--- config.mk ---
export PLATFORM = sky130hd
export DESIGN_NAME = rtc3w_slave
export DESIGN_NICKNAME = d
export VERILOG_FILES = /design/src/rtl/rtc3w_pkg.sv /design/src/rtl/rtc3w_sync.sv /design/src/rtl/rtc3w_link.sv /design/src/rtl/rtc3w_regs.sv /design/src/rtl/rtc3w_slave.sv
export SDC_FILE = /design/constraint.sdc
export NUM_CORES = 1
export LEC_CHECK = 0
export ABC_AREA = 0
export ABC_CLOCK_PERIOD_IN_PS = 2100
export BUFFER_PORTS_ARGS = -buffer_cell sky130_fd_sc_hd__clkbuf_2
export CAP_MARGIN = 20
export CORE_ASPECT_RATIO = 1.5
export CORE_MARGIN = 1.5
export CORE_UTILIZATION = 50
export CTS_BUF_LIST = sky130_fd_sc_hd__clkbuf_4 sky130_fd_sc_hd__clkbuf_8 sky130_fd_sc_hd__clkbuf_16
export CTS_CLUSTER_SIZE = 12
export DETAILED_ROUTE_END_ITERATION = 10
export PLACE_DENSITY = 0.66
export SLEW_MARGIN = 10
export SYNTH_ARGS = -nofsm -noshare
export SYNTH_HDL_FRONTEND = slang
export SYNTH_SLANG_ARGS = --single-unit
--- constraint.sdc ---
create_clock -name clk -period 2.1 [get_ports clk]
set_input_delay 0.42 -clock clk [delete_from_list [all_inputs] [get_ports clk]]
set_output_delay 0.42 -clock clk [all_outputs]
set_load 0.02 [all_outputs]
--- src/rtl/rtc3w_pkg.sv ---
package rtc3w_pkg;

    localparam int NIB_W  = 4;
    localparam int ADR_W  = 4;
    localparam int NREG   = 1 << ADR_W;

    // command byte tag bits
    localparam int TAG_RD = 6;
    localparam int TAG_AD = 5;
    localparam int TAG_DT = 4;

    localparam logic [ADR_W-1:0] A_IVL  = 4'h7;
    localparam logic [ADR_W-1:0] A_CTRL = 4'hE;
    localparam logic [ADR_W-1:0] A_TEST = 4'hF;

    typedef enum logic [1:0] {
        S_IDLE,
        S_CMD,
        S_ADDR_HELD,
        S_READOUT
    } link_st_e;

    function automatic logic is_time_addr(input logic [ADR_W-1:0] a);
        return (a != A_IVL) && (a < A_CTRL);
    endfunction

endpackage

--- src/rtl/rtc3w_sync.sv ---
module rtc3w_sync #(
    parameter int           STAGES  = 2,
    parameter int           W       = 1,
    parameter logic [W-1:0] RST_VAL = '0
) (
    input  logic         clk,
    input  logic         rst_n,
    input  logic [W-1:0] d,
    output logic [W-1:0] q
);

    logic [W-1:0] pipe [STAGES];

    for (genvar k = 0; k < STAGES; k++) begin : g_stage
        if (k == 0) begin : g_first
            always_ff @(posedge clk or negedge rst_n) begin
                if (!rst_n) pipe[k] <= RST_VAL;
                else        pipe[k] <= d;
            end
        end else begin : g_next
            always_ff @(posedge clk or negedge rst_n) begin
                if (!rst_n) pipe[k] <= RST_VAL;
                else        pipe[k] <= pipe[k-1];
            end
        end
    end

    assign q = pipe[STAGES-1];

endmodule

--- src/rtl/rtc3w_link.sv ---
module rtc3w_link
    import rtc3w_pkg::*;
(
    input  logic             clk,
    input  logic             rst_n,
    input  logic             ce_s,
    input  logic             sclk_s,
    input  logic             bit_s,
    input  logic [NIB_W-1:0] rd_nib,
    output logic [ADR_W-1:0] rd_addr,
    output logic             wr_stb,
    output logic [ADR_W-1:0] wr_addr,
    output logic [NIB_W-1:0] wr_nib,
    output logic             sdo,
    output logic             sdo_oe
);

    link_st_e st, st_nx;

    logic       sclk_q;
    logic [2:0] bcnt;
    logic [6:0] sh;
    logic [7:0] osh;
    logic [ADR_W-1:0] pend;

    logic       fall;
    logic       byte_end;
    logic [7:0] byte_w;
    logic       is_rd, is_ad, is_dt;

    assign fall     = sclk_q & ~sclk_s;
    assign byte_w   = {sh, bit_s};
    assign byte_end = fall && (bcnt == 3'd7);
    assign is_rd    = byte_w[TAG_RD] & byte_w[TAG_AD];
    assign is_ad    = byte_w[TAG_AD] & ~byte_w[TAG_RD];
    assign is_dt    = byte_w[TAG_DT] & ~byte_w[TAG_AD];

    // next-state decision
    always_comb begin
        st_nx = st;
        if (!ce_s) begin
            st_nx = S_IDLE;
        end else begin
            unique case (st)
                S_IDLE:      st_nx = S_CMD;
                S_CMD,
                S_ADDR_HELD: if (byte_end) begin
                                 if (is_rd)      st_nx = S_READOUT;
                                 else if (is_ad) st_nx = S_ADDR_HELD;
                                 else            st_nx = S_CMD;
                             end
                S_READOUT:   if (byte_end) st_nx = S_CMD;
                default:     st_nx = S_IDLE;
            endcase
        end
    end

    // state register
    always_ff @(posedge clk or negedge rst_n) begin
        if (!rst_n) st <= S_IDLE;
        else        st <= st_nx;
    end

    // shift path, bit counter, pending address
    always_ff @(posedge clk or negedge rst_n) begin
        if (!rst_n) begin
            sclk_q <= 1'b1;
            bcnt   <= '0;
            sh     <= '0;
            osh    <= '0;
            pend   <= '0;
        end else begin
            sclk_q <= sclk_s;
            if (!ce_s || st == S_IDLE) begin
                bcnt <= '0;
                sh   <= '0;
                osh  <= '0;
            end else if (fall) begin
                bcnt <= bcnt + 3'd1;
                sh   <= byte_w[6:0];
                if (st == S_READOUT) begin
                    osh <= {osh[6:0], 1'b0};
                end else if (byte_end && is_rd) begin
                    osh <= {4'b0000, rd_nib};
                end else if (byte_end && is_ad) begin
                    pend <= byte_w[ADR_W-1:0];
                end
            end
        end
    end

    // outputs
    always_comb begin
        rd_addr = byte_w[ADR_W-1:0];
        wr_addr = pend;
        wr_nib  = byte_w[NIB_W-1:0];
        wr_stb  = ce_s && (st == S_ADDR_HELD) && byte_end && is_dt;
        sdo_oe  = (st == S_READOUT);
        sdo     = sdo_oe & osh[7];
    end

endmodule

--- src/rtl/rtc3w_regs.sv ---
module rtc3w_regs
    import rtc3w_pkg::*;
#(
    parameter int BUSY_CYCLES = 2000
) (
    input  logic             clk,
    input  logic             rst_n,
    input  logic             wr_stb,
    input  logic [ADR_W-1:0] wr_addr,
    input  logic [NIB_W-1:0] wr_nib,
    input  logic             loc_wr,
    input  logic [ADR_W-1:0] loc_addr,
    input  logic [NIB_W-1:0] loc_data,
    input  logic             loc_stop,
    input  logic [ADR_W-1:0] rd_addr,
    output logic [NIB_W-1:0] rd_nib,
    output logic             stop_flag,
    output logic             busy_flag
);

    localparam int CW = $clog2(BUSY_CYCLES + 1);

    logic [NIB_W-1:0] ent [NREG];
    logic [CW-1:0]    bsy_cnt;
    logic             t_wr;

    assign t_wr = wr_stb && is_time_addr(wr_addr);

    // self-clearing adjust timer
    always_ff @(posedge clk or negedge rst_n) begin
        if (!rst_n)                                            bsy_cnt <= '0;
        else if (wr_stb && wr_addr == A_CTRL && wr_nib[0])     bsy_cnt <= CW'(BUSY_CYCLES);
        else if (bsy_cnt != '0)                                bsy_cnt <= bsy_cnt - 1'b1;
    end
    assign busy_flag = (bsy_cnt != '0);

    for (genvar i = 0; i < NREG; i++) begin : g_ent
        logic ser_hit, loc_hit;
        assign ser_hit = wr_stb && (wr_addr == ADR_W'(i));
        assign loc_hit = loc_wr && (loc_addr == ADR_W'(i));

        if (i == int'(A_CTRL)) begin : g_ctrl
            logic [1:0] mode;
            logic       stp;
            always_ff @(posedge clk or negedge rst_n) begin
                if (!rst_n)       mode <= '0;
                else if (ser_hit) mode <= wr_nib[3:2];
                else if (loc_hit) mode <= loc_data[3:2];
            end
            always_ff @(posedge clk or negedge rst_n) begin
                if (!rst_n)        stp <= 1'b1;
                else if (loc_stop) stp <= 1'b1;
                else if (t_wr)     stp <= 1'b0;
            end
            assign ent[i]    = {mode, stp, busy_flag};
            assign stop_flag = stp;
        end else if (i == int'(A_TEST)) begin : g_test
            logic tbit;
            always_ff @(posedge clk or negedge rst_n) begin
                if (!rst_n)       tbit <= 1'b0;
                else if (ser_hit) tbit <= wr_nib[0];
                else if (loc_hit) tbit <= loc_data[0];
            end
            assign ent[i] = {3'b000, tbit};
        end else begin : g_plain
            logic [NIB_W-1:0] nib;
            always_ff @(posedge clk or negedge rst_n) begin
                if (!rst_n)       nib <= '0;
                else if (ser_hit) nib <= wr_nib;
                else if (loc_hit) nib <= loc_data;
            end
            assign ent[i] = nib;
        end
    end

    assign rd_nib = ent[rd_addr];

endmodule

--- src/rtl/rtc3w_slave.sv ---
module rtc3w_slave
    import rtc3w_pkg::*;
#(
    parameter int SYNC_STAGES = 2,
    parameter int BUSY_CYCLES = 2000
) (
    input  logic       clk,
    input  logic       rst_n,
    input  logic       ce,
    input  logic       sclk,
    input  logic       sdi,
    output logic       sdo,
    output logic       sdo_oe,
    input  logic       loc_wr,
    input  logic [3:0] loc_addr,
    input  logic [3:0] loc_data,
    input  logic       loc_stop
);

    logic             ce_s, sclk_s, bit_s;
    logic [ADR_W-1:0] rd_addr, wr_addr;
    logic [NIB_W-1:0] rd_nib, wr_nib;
    logic             wr_stb;
    logic             stop_flag, busy_flag;

    rtc3w_sync #(
        .STAGES  (SYNC_STAGES),
        .W       (3),
        .RST_VAL (3'b010)
    ) u_sync (
        .clk   (clk),
        .rst_n (rst_n),
        .d     ({ce, sclk, sdi}),
        .q     ({ce_s, sclk_s, bit_s})
    );

    rtc3w_link u_link (
        .clk     (clk),
        .rst_n   (rst_n),
        .ce_s    (ce_s),
        .sclk_s  (sclk_s),
        .bit_s   (bit_s),
        .rd_nib  (rd_nib),
        .rd_addr (rd_addr),
        .wr_stb  (wr_stb),
        .wr_addr (wr_addr),
        .wr_nib  (wr_nib),
        .sdo     (sdo),
        .sdo_oe  (sdo_oe)
    );

    rtc3w_regs #(
        .BUSY_CYCLES (BUSY_CYCLES)
    ) u_regs (
        .clk       (clk),
        .rst_n     (rst_n),
        .wr_stb    (wr_stb),
        .wr_addr   (wr_addr),
        .wr_nib    (wr_nib),
        .loc_wr    (loc_wr),
        .loc_addr  (loc_addr),
        .loc_data  (loc_data),
        .loc_stop  (loc_stop),
        .rd_addr   (rd_addr),
        .rd_nib    (rd_nib),
        .stop_flag (stop_flag),
        .busy_flag (busy_flag)
    );

endmodule

==> out/results.ini, run 1 <==
[setup_path]
setup_cp_type = flip-flop to flip-flop
timing.critical_path.fanout_max = 12
crit_chain = ha_1 -> ha_1 -> and3b_1 -> nand2_1 -> buf_12 -> nor3_2 -> o21ai_0
startpoint_type = flip-flop
slowest_delay_ns = 0.44
critPathRequiredTime_ns = 2.30
worst_path_most_repeated_cell = sky130_fd_sc_hd__ha_1
worst_setup_path_end_kind = flip-flop
critical_path_arrival_ns = 2.20
crit_slowest_cell = sky130_fd_sc_hd__nor3_2

[grt]
first_global_vias = 3921
globalRouteTotalUtil_pct = 23.54
largest_net_degree_at_the_start_of_global_routing = 43
overflow = 0
grt_antenna_before_repair = 0
global_route_wire_length_before_repair_um = 20180

[layout]
finalCoreUtilization_pct = 58.67
final_design_area_no_fill_sq_mm = 0.006180
diodes = 0
ff_latch_area_sq_mm = 0.002532
multi_input_area_sq_mm = 0.002695
final.fill_count = 931
layout-drive-gt1-share_pct = 20.40
finalNetCount = 561
layout-area-overhead-vs-synth_pct = 14.70

[synthesis]
netlist_area_sq_mm = 0.005388
number_of_enable_flip_flop_cells_after_synthesis = 0
yosysWarnings = 0
synth.area.top_cells = sky130_fd_sc_hd__dfrtp_1 45%, sky130_fd_sc_hd__mux2i_1 12%, sky130_fd_sc_hd__o21ai_0 5.7%, sky130_fd_sc_hd__nand2_1 5.0%, sky130_fd_sc_hd__mux4_2 4.6%
postSynth.asyncResetShare_pct = 100.0
post_synth_num_cell_types = 50
most_frequently_used_flop_master_after_synthesis = sky130_fd_sc_hd__dfrtp_1
ys_ff_latch = 101
syn_inst = 513
yosysTopAreaCell = sky130_fd_sc_hd__dfrtp_1
portion_of_synthesized_cell_area_occupied_by_the_leading_cell_type_pct = 45.05
synthesis.area_per_instance_sq_um = 10.50
postSynthNetCount = 535
ys_seq_area_share_pct = 47.00

[floorplanning]
floorplan.rows = 46
initial_core_util_pct = 51.15
floorplan.die.width_um = 87.76
num_io_pins = 17
dieArea_sq_mm = 0.01142
fp.dieH_um = 130.1
core_area_sq_mm = 0.01053

[timing]
grt_setup_unrepaired = yes
maxSlewHeadroom_pct = 52.17
timing.final.crit_share_pct = 95.57
minimum_period_implied_by_the_final_worst_setup_slack_ns = 2.007
drv_slew = 0
fin_worst_skew_ns = 0.01020
timing.final.hold_violations = 0
worst_pin_slew_ns = 0.7175
max_freq_mhz = 498.3
setup_viol_count_final = 0

[clocking]
worst_skew_pair.late_latency_ns = 0.34
clock_input_transition_at_the_sequential_cells_of_the_worst_setup_and_hold_paths_ns = 0.07
tritoncts_num_sinks = 101
ctsHtreeMaxLevel = 3
cts_hold_buf = 0
tritoncts.num_buffers = 9
clock_path_buffers = 2
cts.root.buffer_cell = sky130_fd_sc_hd__clkbuf_16
cts_tree = yes

[pwr]
design_power_total_w = 0.004897
power.leakage_nw = 2.613
vdd_drop_max_mv = 0.4462
cell_area_power_density_mw_per_mm2 = 792.4

[detailed_routing]
postRouteAntennaNets = 0
avgRoutedWirePerCell_um = 18.08
first_iter_violations = 187
drc = 0
vias_per_cell = 5.682
dr_total_vias = 3909
routed_wirelength_um = 12440
drt_first_pass_iters = 4

[run]
timing.max_cap.violations = 0

[status]
status = finished clean

[place]
port-buffer-count = 16
dpl.hpwl_um = 8752
placedInstanceArea_sq_mm = 0.005763
finalWeightedCongestion = 0.8497

[worst_hold_path]
hold_path.class = input pin to async pin

-- state kept, by name, indices dropped and copies added, names as in the netlist --
| signal | flops |
|---|---|
| u_link.wr_addr | 4 |
| u_regs.g_ent.g_test.tbit | 1 |
| u_link.st | 2 |
| u_link.sh | 6 |
| u_regs.g_ent.g_plain.nib | 56 |
| u_link.sclk_q | 1 |
| u_sync.pipe | 3 |
| u_regs.bsy_cnt | 11 |
| u_regs.g_ent.g_ctrl.mode | 2 |
| u_link.bcnt | 3 |
| u_regs.stop_flag | 1 |
| u_sync.q | 3 |
| u_link.osh | 8 |
-- where the power goes --
group | switching (W) | internal (W)
registers | 0.000156 | 0.00222
logic | 0.000310 | 0.000314
clock network | 0.000705 | 0.00119
total | 0.00117 | 0.00373
-- cells in the final DEF (no fill, tap or decap), drive strengths merged, types with 6 or more instances in the layout --
master	count
mux2i	66
nor4	8
mux2	7
nand2b	8
ha	7
clkbuf	26
inv	13
a21oi	8
nor3	14
xnor2	6
nand2	72
nand3	10
nor2	26
buf	31
o21ai	63
dfrtp	97
a22o	16
mux4	11
-- layout make-up --
cell class              count  share of cell area [%]
clock buffers              11                   3.887
clock inverters             5                   1.620
inverters                  13                  0.7896
multi-input cells         368                   43.61
flip-flops and latches    101                   40.98
well taps                 144                   2.916
repair buffers             46                   6.196
-- logic make-up (layout without fill, tap and decap cells) --
family                   count (synthesis)  after routing  share of synthesized area, %
adder cells (fa/ha/maj)                  7              7                         1.626
multiplexers                            84             84                         18.32
XOR/XNOR                                 6              6                        0.9754
buffers and inverters                   44             75                         3.832
AO/OA/AOI/OAI                          103            103                         11.61
AND/OR/NAND/NOR                        168            168                         16.63
flip-flops                             101            101                         47.00
-- cell usage after synthesis (8+ instances only) --
| cell type | number |
|---|---|
| sky130_fd_sc_hd__a21oi_1 | 8 |
| sky130_fd_sc_hd__a22o_1 | 16 |
| sky130_fd_sc_hd__clkbuf_1 | 16 |
| sky130_fd_sc_hd__dfrtp_1 | 97 |
| sky130_fd_sc_hd__inv_1 | 13 |
| sky130_fd_sc_hd__mux2i_1 | 66 |
| sky130_fd_sc_hd__mux4_2 | 11 |
| sky130_fd_sc_hd__nand2_1 | 72 |
| sky130_fd_sc_hd__nand2b_1 | 8 |
| sky130_fd_sc_hd__nand3_1 | 10 |
| sky130_fd_sc_hd__nor2_1 | 26 |
| sky130_fd_sc_hd__nor3_2 | 8 |
| sky130_fd_sc_hd__o21ai_0 | 61 |
-- repair_timing --
action	in CTS	in global routing
pin swaps	3	3
resized for setup	3	10
setup buffers	3	1
setup endpoints to repair	1	42
-- worst paths after layout --
| path | slack [ns] | from | endpoint | cells past startpoint |
|---|---|---|---|---|
| worst min register to register | 0.35 | u_sync.pipe[3]$_DFF_PN0_ | u_sync.q[0]$_DFF_PN0_ | 0 |
| min in group clk | 0.15 | sclk | u_sync.pipe[4]$_DFF_PN1_ | 1 |
| worst max-delay path | 0.09 | u_link.bcnt[0]$_DFFE_PN0P_ | u_regs.g_ent[7].g_plain.nib[0]$_DFFE_PN0P_ | 7 |
| worst max register to register | 0.09 | u_link.bcnt[0]$_DFFE_PN0P_ | u_regs.g_ent[7].g_plain.nib[0]$_DFFE_PN0P_ | 7 |
| max in group asynchronous | 1.44 | rst_n | u_regs.g_ent[1].g_plain.nib[3]$_DFFE_PN0P_ | 2 |
| worst min-delay path | 0.07 | rst_n | u_link.sh[4]$_DFFE_PN0P_ | 1 |
-- critical path, delay by kind of cell, from the launching register on --
kind | cells | cell delay [ns]
buffers and inverters | 1 | 0.18
and+or+nand+nor | 3 | 0.84
DFF | 1 | 0.36
adders and majority gates | 2 | 0.31
AOI/OAI and AO/OA | 1 | 0.18
-- metal layers --
layer	global-route usage [%]	routed length [um]	part of all wire, %
met1	29.57	5259	42
met5	0	0	0
met2	39.65	6490	52
met4	10.92	366	2.9
met3	3.479	319	2.6
-- metrics by stage --
stage                     cells  hold WS (ns)  TNS [ns]  setup WS (ns)
final                       688       0.06946         0        0.09308
after global routing        688        0.1155   -0.9856       -0.07839
after CTS                   687       0.09526         0       0.005716
after detailed placement    668        0.3389         0       0.009333
after global placement      668        0.3340         0        0.09233
after floorplan             513        0.1244         0         0.1887
Power figures use the tool's default switching activity.
==> run 2, diff against run 1 <==
ABC_CLOCK_PERIOD_IN_PS = 1900   (was 2100)
clock period = 1.9 ns   (was 2.1 ns; I/O delays follow)
==> out/results.ini, run 2 (synthesis results as in run 1) <==
[setup_path]
startpoint_type = flip-flop  ; unchanged
worst_setup_path_end_kind = flip-flop  ; unchanged
slowest_delay_ns = 0.48  ; was 0.44 ns
timing.critical_path.from = u_regs.bsy_cnt[0]$_DFFE_PN0P_  ; was u_link.bcnt[0]$_DFFE_PN0P_
path_delay_family = simple AND/OR/NAND/NOR gates  ; unchanged
crit_chain = inv_2 -> ha_4 -> or4b_4 -> nor4_4 -> and2b_1 -> o221ai_2 -> a22o_1  ; was ha_1 -> ha_1 -> and3b_1 -> nand2_1 -> buf_12 -> nor3_2 -> o21ai_0
timing.critical_path.fanout_max = 4  ; was 12
ff2ff_setup_slack_ns = -0.06  ; was 0.09 ns
setup_cp_type = flip-flop to flip-flop  ; unchanged
critPathRequiredTime_ns = 2.13  ; was 2.30 ns
timing.critical_path.buf_inv = 1  ; unchanged
crit-reg2reg-capture = u_link.osh[0]$_DFFE_PN0P_  ; was u_regs.g_ent[7].g_plain.nib[0]$_DFFE_PN0P_
crit_slowest_cell = sky130_fd_sc_hd__or4b_4  ; was sky130_fd_sc_hd__nor3_2
ff2ff_path_depth = 7  ; unchanged
r2r-start = u_regs.bsy_cnt[0]$_DFFE_PN0P_  ; was u_link.bcnt[0]$_DFFE_PN0P_
critical_path_arrival_ns = 2.19  ; was 2.20 ns

[pwr]
design_power_total_w = 0.005353  ; was 0.004897 W
switching_share_pct = 24.40  ; was 23.92%
seq_pwr_share_pct = 49.4  ; was 48.6%
clock_power_share_pct = 36.8  ; was 38.6%
cell_internal_power_dissipation_w = 0.004047  ; was 0.003726 W
p_switching_w = 0.001306  ; was 0.001171 W
cell_area_power_density_mw_per_mm2 = 790.7  ; was 792.4 mW/mm^2
power.share.combinational_pct = 13.8  ; was 12.7%
power.leakage_nw = 2.989  ; was 2.613 nW
vdd_drop_max_mv = 0.5182  ; was 0.4462 mV

[place]
dp_cells = 695  ; was 668
port-buffer-count = 16  ; unchanged
finalWeightedCongestion = 0.8394  ; was 0.8497
dpl.hpwl_um = 8999  ; was 8752 um

[timing]
setup_viol_count_final = 9  ; was 0
drv_slew = 0  ; unchanged
timing.final.hold_violations = 0  ; unchanged
minimum_period_implied_by_the_final_worst_setup_slack_ns = 1.964  ; was 2.007 ns
grt_setup_unrepaired = yes  ; unchanged
worst_pin_slew_ns = 0.8856  ; was 0.7175 ns
timing.final.crit_share_pct = 103.4  ; was 95.57%
final.setup.worst_slack_ns = -0.06420  ; was 0.09308 ns
fin_hold_ws_ns = 0.01277  ; was 0.06946 ns
fin_worst_skew_ns = 0.007961  ; was 0.01020 ns
max_freq_mhz = 509.1  ; was 498.3 MHz
maxSlewHeadroom_pct = 40.96  ; was 52.17%

[layout]
layout-drive-gt1-share_pct = 29.51  ; was 20.40%
largest-register = u_regs.g_ent.g_plain.nib  ; unchanged
diodes = 0  ; unchanged
final.fill_count = 826  ; was 931
layout_common_cells = 97 x sky130_fd_sc_hd__dfrtp_1, 69 x sky130_fd_sc_hd__nand2_1, 66 x sky130_fd_sc_hd__buf_4  ; was 97 x sky130_fd_sc_hd__dfrtp_1, 72 x sky130_fd_sc_hd__nand2_1, 66 x sky130_fd_sc_hd__mux2i_1
finalNetCount = 610  ; was 561
multi_input_area_sq_mm = 0.002879  ; was 0.002695 sq mm
reg_top3 = u_regs.g_ent.g_plain.nib (56), u_regs.bsy_cnt (11), u_link.osh (8)  ; unchanged
ff_latch_area_sq_mm = 0.002532  ; unchanged
final_common_cell = sky130_fd_sc_hd__dfrtp_1  ; unchanged
final-instance-count-excl-fill = 737  ; was 688
layout-area-overhead-vs-synth_pct = 25.66  ; was 14.70%
max_ffs_per_register = 56  ; unchanged

[clocking]
cts_hold_buf = 0  ; unchanged
clock_path_buffers = 2  ; unchanged
tritoncts_num_sinks = 101  ; unchanged
clock_input_transition_at_the_sequential_cells_of_the_worst_setup_and_hold_paths_ns = 0.07  ; about the same
worst_skew_pair.late_latency_ns = 0.34  ; about the same
ctsHtreeMaxLevel = 3  ; unchanged
tritoncts.num_buffers = 9  ; unchanged
cts_tree = yes  ; unchanged
cts.root.buffer_cell = sky130_fd_sc_hd__clkbuf_16  ; unchanged

[floorplanning]
floorplan.rows = 46  ; unchanged
num_io_pins = 17  ; unchanged
core_area_sq_mm = 0.01053  ; unchanged
fp.dieH_um = 130.1  ; unchanged
dieArea_sq_mm = 0.01142  ; unchanged
floorplan.die.width_um = 87.76  ; unchanged
initial_core_util_pct = 51.15  ; unchanged

[detailed_routing]
drc = 0  ; unchanged
avgRoutedWirePerCell_um = 17.92  ; was 18.08 um
dr_total_vias = 4212  ; was 3909
postRouteAntennaNets = 0  ; unchanged
routed_wirelength_um = 13210  ; was 12440 um
vias_per_cell = 5.715  ; was 5.682
first_iter_violations = 269  ; was 187
drt_first_pass_iters = 4  ; unchanged

[grt]
largest_net_degree_at_the_start_of_global_routing = 43  ; unchanged
first_global_vias = 4111  ; was 3921
grt_antenna_before_repair = 0  ; unchanged
global_route_wire_length_before_repair_um = 20960  ; was 20180 um
overflow = 0  ; unchanged
globalRouteTotalUtil_pct = 24.03  ; was 23.54%

[status]
status = finished with violations  ; was finished clean
violated_checks = negative setup slack

[run]
timing.max_cap.violations = 0  ; unchanged

[worst_hold_path]
hold_path.class = input pin to async pin  ; unchanged

==> run 2: repair_timing <==
action / in CTS / in global routing
cloned: 0 / 2
endpoints found under the setup margin: 55 / 65
resized for setup: 29 / 31
pin swaps: 6 / 21
endpoints found under the hold margin: 0 / 0
buffers inserted: 7 / 17
==> run 2: layout make-up <==
cell class,instances,share of cell area [%]
Clock buffer,12,3.659
Clock inverter,4,1.090
Inverter,13,0.7208
Multi-Input combinational cell,368,42.52
Sequential cell,101,37.41
Tap cell,144,2.661
Timing Repair Buffer,95,11.94
==> run 2: how the worst max path moves through the flow <==
| stage | to | slack [ns] | depth (start not counted) |
|---|---|---|---|
| after floorplan | u_link.osh[0]$_DFFE_PN0P_ | 0.004 | 7 |
| after global placement | u_link.osh[1]$_DFFE_PN0P_ | -0.12 | 6 |
| after detailed placement | u_link.osh[1]$_DFFE_PN0P_ | -0.13 | 6 |
| after CTS | u_link.osh[1]$_DFFE_PN0P_ | -0.07 | 6 |
| after global routing | u_link.osh[0]$_DFFE_PN0P_ | -0.13 | 7 |
| final | u_link.osh[0]$_DFFE_PN0P_ | -0.06 | 7 |
==> run 2: layer usage <==
| layer | up-vias | track usage (%) | part of all wire (%) |
|---|---|---|---|
| li1 | 1993 | - | - |
| met1 | 2096 | 30.72 | 41 |
| met2 | 99 | 40.82 | 53 |
| met3 | 24 | 3.226 | 3.4 |
| met4 | 0 | 9.804 | 2.8 |
| met5 | - | 0 | 0 |
==> run 2: per-stage QoR <==
step	TNS (ns)	util, %	setup slack (ns)	instance area (sq um)
2_1_floorplan	0	-	0.004460	5390
3_3_place_gp	-1.611	56.52	-0.1212	5953
3_5_place_dp	-3.313	56.52	-0.1322	5953
4_1_cts	-0.1480	61.29	-0.06621	6455
5_1_grt	-1.585	64.28	-0.1296	6770
6_report	-0.1793	64.28	-0.06420	6770
==> run 2: worst reg2reg max path, delay by kind of cell, from the launching register on <==
family / cells / cell delay [ns]
flip-flops: 1 / 0.39
adder cells (fa/ha/maj): 1 / 0.13
AND/OR/NAND/NOR: 3 / 0.92
buffers and inverters: 1 / 0.09
AO/OA/AOI/OAI: 2 / 0.33
==> run 2: power groups by stage <==
| stage | clock (W) | sequential (W) | combinational, W |
|---|---|---|---|
| after floorplan | 0 | 0.00260 | 0.000490 |
| after global placement | 0 | 0.00265 | 0.000663 |
| after detailed placement | 0 | 0.00267 | 0.000694 |
| after CTS | 0.00201 | 0.00263 | 0.000710 |
| after global routing | 0.00208 | 0.00267 | 0.000831 |
| final | 0.00197 | 0.00264 | 0.000740 |
==> run 3, diff against run 2 <==
CTS_CLUSTER_DIAMETER = 200   (was not set)
HOLD_SLACK_MARGIN = 0.03   (was not set)
SYNTH_HIERARCHICAL = 1   (was not set)
==> out/results.ini, run 3 <==
[detailed_routing]
dr_total_vias = 4316  ; was 4212
vias_per_cell = 5.856  ; was 5.715
first_iter_violations = 276  ; was 269
drc = 0  ; unchanged
routed_wirelength_um = 14150  ; was 13210 um
postRouteAntennaNets = 0  ; unchanged
avgRoutedWirePerCell_um = 19.19  ; was 17.92 um
drt_first_pass_iters = 4  ; unchanged

[layout]
final-instance-count-excl-fill = 737  ; unchanged
diodes = 0  ; unchanged
final.fill_count = 952  ; was 826
layout-area-overhead-vs-synth_pct = 18.30  ; was 25.66%
largest-register = u_regs/g_ent.g_plain.nib  ; was u_regs.g_ent.g_plain.nib
multi_input_area_sq_mm = 0.002953  ; was 0.002879 sq mm
reg_top3 = u_regs/g_ent.g_plain.nib (56), u_regs/bsy_cnt (11), u_link/osh (8)  ; was u_regs.g_ent.g_plain.nib (56), u_regs.bsy_cnt (11), u_link.osh (8)
finalNetCount = 607  ; was 610
ff_latch_area_sq_mm = 0.002532  ; unchanged
max_ffs_per_register = 56  ; unchanged
layout_common_cells = 97 x sky130_fd_sc_hd__dfrtp_1, 65 x sky130_fd_sc_hd__mux2i_1, 50 x sky130_fd_sc_hd__buf_4, 50 x sky130_fd_sc_hd__a21oi_1, 50 x sky130_fd_sc_hd__nand2_1  ; was 97 x sky130_fd_sc_hd__dfrtp_1, 69 x sky130_fd_sc_hd__nand2_1, 66 x sky130_fd_sc_hd__buf_4
final_common_cell = sky130_fd_sc_hd__dfrtp_1  ; unchanged
layout-drive-gt1-share_pct = 27.63  ; was 29.51%

[timing]
fin_hold_ws_ns = 0.03326  ; was 0.01277 ns
timing.final.hold_violations = 0  ; unchanged
worst_pin_slew_ns = 0.6318  ; was 0.8856 ns
fin_worst_skew_ns = 0.009155  ; was 0.007961 ns
drv_slew = 0  ; unchanged
maxSlewHeadroom_pct = 57.79  ; was 40.96%
setup_viol_count_final = 37  ; was 9
minimum_period_implied_by_the_final_worst_setup_slack_ns = 2.030  ; was 1.964 ns
max_freq_mhz = 492.6  ; was 509.1 MHz
grt_setup_unrepaired = yes  ; unchanged
final.setup.worst_slack_ns = -0.1299  ; was -0.06420 ns
timing.final.crit_share_pct = 106.8  ; was 103.4%

[pwr]
p_switching_w = 0.001423  ; was 0.001306 W
power.leakage_nw = 2.922  ; was 2.989 nW
vdd_drop_max_mv = 0.6162  ; was 0.5182 mV
cell_internal_power_dissipation_w = 0.003893  ; was 0.004047 W
switching_share_pct = 26.76  ; was 24.40%
clock_power_share_pct = 35.3  ; was 36.8%
power.share.combinational_pct = 14.9  ; was 13.8%
cell_area_power_density_mw_per_mm2 = 806.3  ; was 790.7 mW/mm^2
seq_pwr_share_pct = 49.7  ; was 49.4%

[clocking]
cts_hold_buf = 0  ; unchanged
tritoncts_num_sinks = 101  ; unchanged
clock_path_buffers = 2  ; unchanged
tritoncts.num_buffers = 9  ; unchanged
cts.root.buffer_cell = sky130_fd_sc_hd__clkbuf_16  ; unchanged
worst_skew_pair.late_latency_ns = 0.35  ; was 0.34 ns
clock_input_transition_at_the_sequential_cells_of_the_worst_setup_and_hold_paths_ns = 0.07  ; about the same
cts_tree = yes  ; unchanged
ctsHtreeMaxLevel = 3  ; unchanged

[place]
port-buffer-count = 16  ; unchanged
dp_cells = 714  ; was 695
dpl.hpwl_um = 9725  ; was 8999 um
placement.setup.worst_slack_ns = -0.08087  ; was -0.1322 ns
finalWeightedCongestion = 0.8596  ; was 0.8394

[synthesis]
number_of_enable_flip_flop_cells_after_synthesis = 0  ; unchanged
synthesis.area_per_instance_sq_um = 10.24  ; was 10.50 sq um
synth.area.top_cells = sky130_fd_sc_hd__dfrtp_1 44%, sky130_fd_sc_hd__mux2i_1 12%, sky130_fd_sc_hd__mux4_1 5.2%, sky130_fd_sc_hd__a21oi_1 4.5%, sky130_fd_sc_hd__nand2_1 4.0%  ; was sky130_fd_sc_hd__dfrtp_1 45%, sky130_fd_sc_hd__mux2i_1 12%, sky130_fd_sc_hd__o21ai_0 5.7%, sky130_fd_sc_hd__nand2_1 5.0%, sky130_fd_sc_hd__mux4_2 4.6%
postSynth.asyncResetShare_pct = 100.0  ; unchanged
most_frequently_used_flop_master_after_synthesis = sky130_fd_sc_hd__dfrtp_1  ; unchanged
synth.most_common_cell = sky130_fd_sc_hd__dfrtp_1  ; unchanged
yosysWarnings = 6  ; was 0
ys_ff_latch = 101  ; unchanged
yosysTopAreaCell = sky130_fd_sc_hd__dfrtp_1  ; unchanged
portion_of_synthesized_cell_area_occupied_by_the_leading_cell_type_pct = 43.56  ; was 45.05%
syn_inst = 544  ; was 513
postSynthNetCount = 566  ; was 535
synth_common_cells = 97 x sky130_fd_sc_hd__dfrtp_1, 65 x sky130_fd_sc_hd__mux2i_1, 60 x sky130_fd_sc_hd__nand2_1, 55 x sky130_fd_sc_hd__nor2_1, 50 x sky130_fd_sc_hd__a21oi_1  ; was 97 x sky130_fd_sc_hd__dfrtp_1, 72 x sky130_fd_sc_hd__nand2_1, 66 x sky130_fd_sc_hd__mux2i_1, 61 x sky130_fd_sc_hd__o21ai_0, 26 x sky130_fd_sc_hd__nor2_1
ys_seq_area_share_pct = 45.44  ; was 47.00%
netlist_area_sq_mm = 0.005573  ; was 0.005388 sq mm
post_synth_num_cell_types = 49  ; was 50

[setup_path]
setup_cp_type = flip-flop to flip-flop  ; unchanged
critical_path_arrival_ns = 2.25  ; was 2.19 ns
startpoint_type = flip-flop  ; unchanged
worst_setup_path_end_kind = flip-flop  ; unchanged
ff2ff_setup_slack_ns = -0.13  ; was -0.06 ns
critPathRequiredTime_ns = 2.12  ; was 2.13 ns
timing.critical_path.fanout_max = 8  ; was 4

[grt]
overflow = 0  ; unchanged
globalRouteTotalUtil_pct = 25.39  ; was 24.03%
grt_antenna_before_repair = 0  ; unchanged
first_global_vias = 4396  ; was 4111
global_route_wire_length_before_repair_um = 22720  ; was 20960 um
largest_net_degree_at_the_start_of_global_routing = 43  ; unchanged

[floorplanning]
fp.dieH_um = 132.3  ; was 130.1 um
floorplan.die.width_um = 89.20  ; was 87.76 um
num_io_pins = 17  ; unchanged
floorplan.rows = 47  ; was 46
dieArea_sq_mm = 0.01180  ; was 0.01142 sq mm
initial_core_util_pct = 50.95  ; was 51.15%
core_area_sq_mm = 0.01094  ; was 0.01053 sq mm

[status]
violated_checks = negative setup slack  ; unchanged
status = finished with violations  ; unchanged

[run]
timing.max_cap.violations = 0  ; unchanged

[worst_hold_path]
hold_path.class = input pin to async pin  ; unchanged

## run 3: cell types whose count changed in the layout (fill, tap and decap cells not counted), moves of 8 or more
cell                      change
sky130_fd_sc_hd__a21oi_1     +44
sky130_fd_sc_hd__nor2_2       +8
sky130_fd_sc_hd__nor3_4      -10
sky130_fd_sc_hd__buf_4       -16
sky130_fd_sc_hd__nand2_1     -19
sky130_fd_sc_hd__a22o_1      -16
sky130_fd_sc_hd__nor2_1      +17
sky130_fd_sc_hd__o21ai_0     -38
sky130_fd_sc_hd__o21ai_1      +8
## run 3: path summary, 6_finish.rpt
check                                                              endpoint  cells after the start                        from
worst max register to register  u_regs/g_ent[12].g_plain.nib[1]$_DFFE_PN0P_                      8  u_link/bcnt[1]$_DFFE_PN0P_
worst min-delay path                                  u_sync/q[0]$_DFF_PN0_                      1                       rst_n
worst min register to register                        u_sync/q[2]$_DFF_PN0_                      0    u_sync/pipe[5]$_DFF_PN0_
max in group asynchronous       u_regs/g_ent[12].g_plain.nib[0]$_DFFE_PN0P_                      2                       rst_n
worst max-delay path            u_regs/g_ent[12].g_plain.nib[1]$_DFFE_PN0P_                      8  u_link/bcnt[1]$_DFFE_PN0P_
min in group clk                                   u_sync/pipe[4]$_DFF_PN1_                      1                        sclk
## run 3: stage by stage
stage | area, sq um | util [%] | setup TNS (ns) | power, W
global route | 6593 | 60.27 | -4.994 | 0.005540
global placement | 6063 | 55.43 | -0.2193 | 0.003377
detailed placement | 6063 | 55.43 | -0.7148 | 0.003423
floorplan | 5625 | - | -0.2777 | 0.003135
CTS | 6387 | 58.40 | -0.6948 | 0.005341
finish | 6593 | 60.27 | -1.555 | 0.005316
## run 3: final cells by class
type | count | share of cell area [%]
multi-input cells | 391 | 44.79
inverters | 8 | 0.4555
clock buffers | 9 | 3.416
flip-flops and latches | 101 | 38.41
clock inverters | 7 | 1.234
well taps | 147 | 2.790
repair buffers | 74 | 8.901
## run 3: critical path, cell delays in order, from the launching register on
cell and delay [ns]:
sky130_fd_sc_hd__dfrtp_1 0.36, sky130_fd_sc_hd__ha_2 0.19, sky130_fd_sc_hd__ha_4 0.14, sky130_fd_sc_hd__nand3b_1 0.13
sky130_fd_sc_hd__nor2_4 0.17, sky130_fd_sc_hd__or3b_4 0.43, sky130_fd_sc_hd__or2_4 0.32, sky130_fd_sc_hd__nor2_2 0.11
sky130_fd_sc_hd__a21oi_1 0.05
## run 3: per-layer routing
layer | vias to the layer above | GRT usage, % | share of wire, %
li1 | 2006 | - | -
met1 | 2175 | 31.77 | 40
met2 | 106 | 42.52 | 54
met3 | 29 | 4.070 | 3.5
met4 | 0 | 11.11 | 3.0
met5 | - | 0 | 0
## run 3: power groups by stage
stage / logic (W) / registers [W] / clock network (W)
after global placement: 0.000719 / 0.00266 / 0
after CTS: 0.000774 / 0.00264 / 0.00193
after global routing: 0.000864 / 0.00267 / 0.00201
after floorplan: 0.000544 / 0.00259 / 0
final: 0.000794 / 0.00264 / 0.00188
after detailed placement: 0.000756 / 0.00267 / 0
## run 3: cells by family after synthesis
kind of cell | count (synthesis) | synth area share, %
multiplexers | 84 | 19.29
flip-flops | 101 | 45.44
adder cells (fa/ha/maj) | 7 | 1.572
buffers and inverters | 52 | 4.872
AO/OA/AOI/OAI | 106 | 10.44
XOR/XNOR | 10 | 1.572
AND/OR/NAND/NOR | 184 | 16.82
## run 3: timing repair
action / in CTS / in global routing
endpoints found under the hold margin: 0 / 0
resized for setup: 33 / 50
pin swaps: 9 / 10
setup endpoints to repair: 33 / 70
setup buffers: 1 / 7
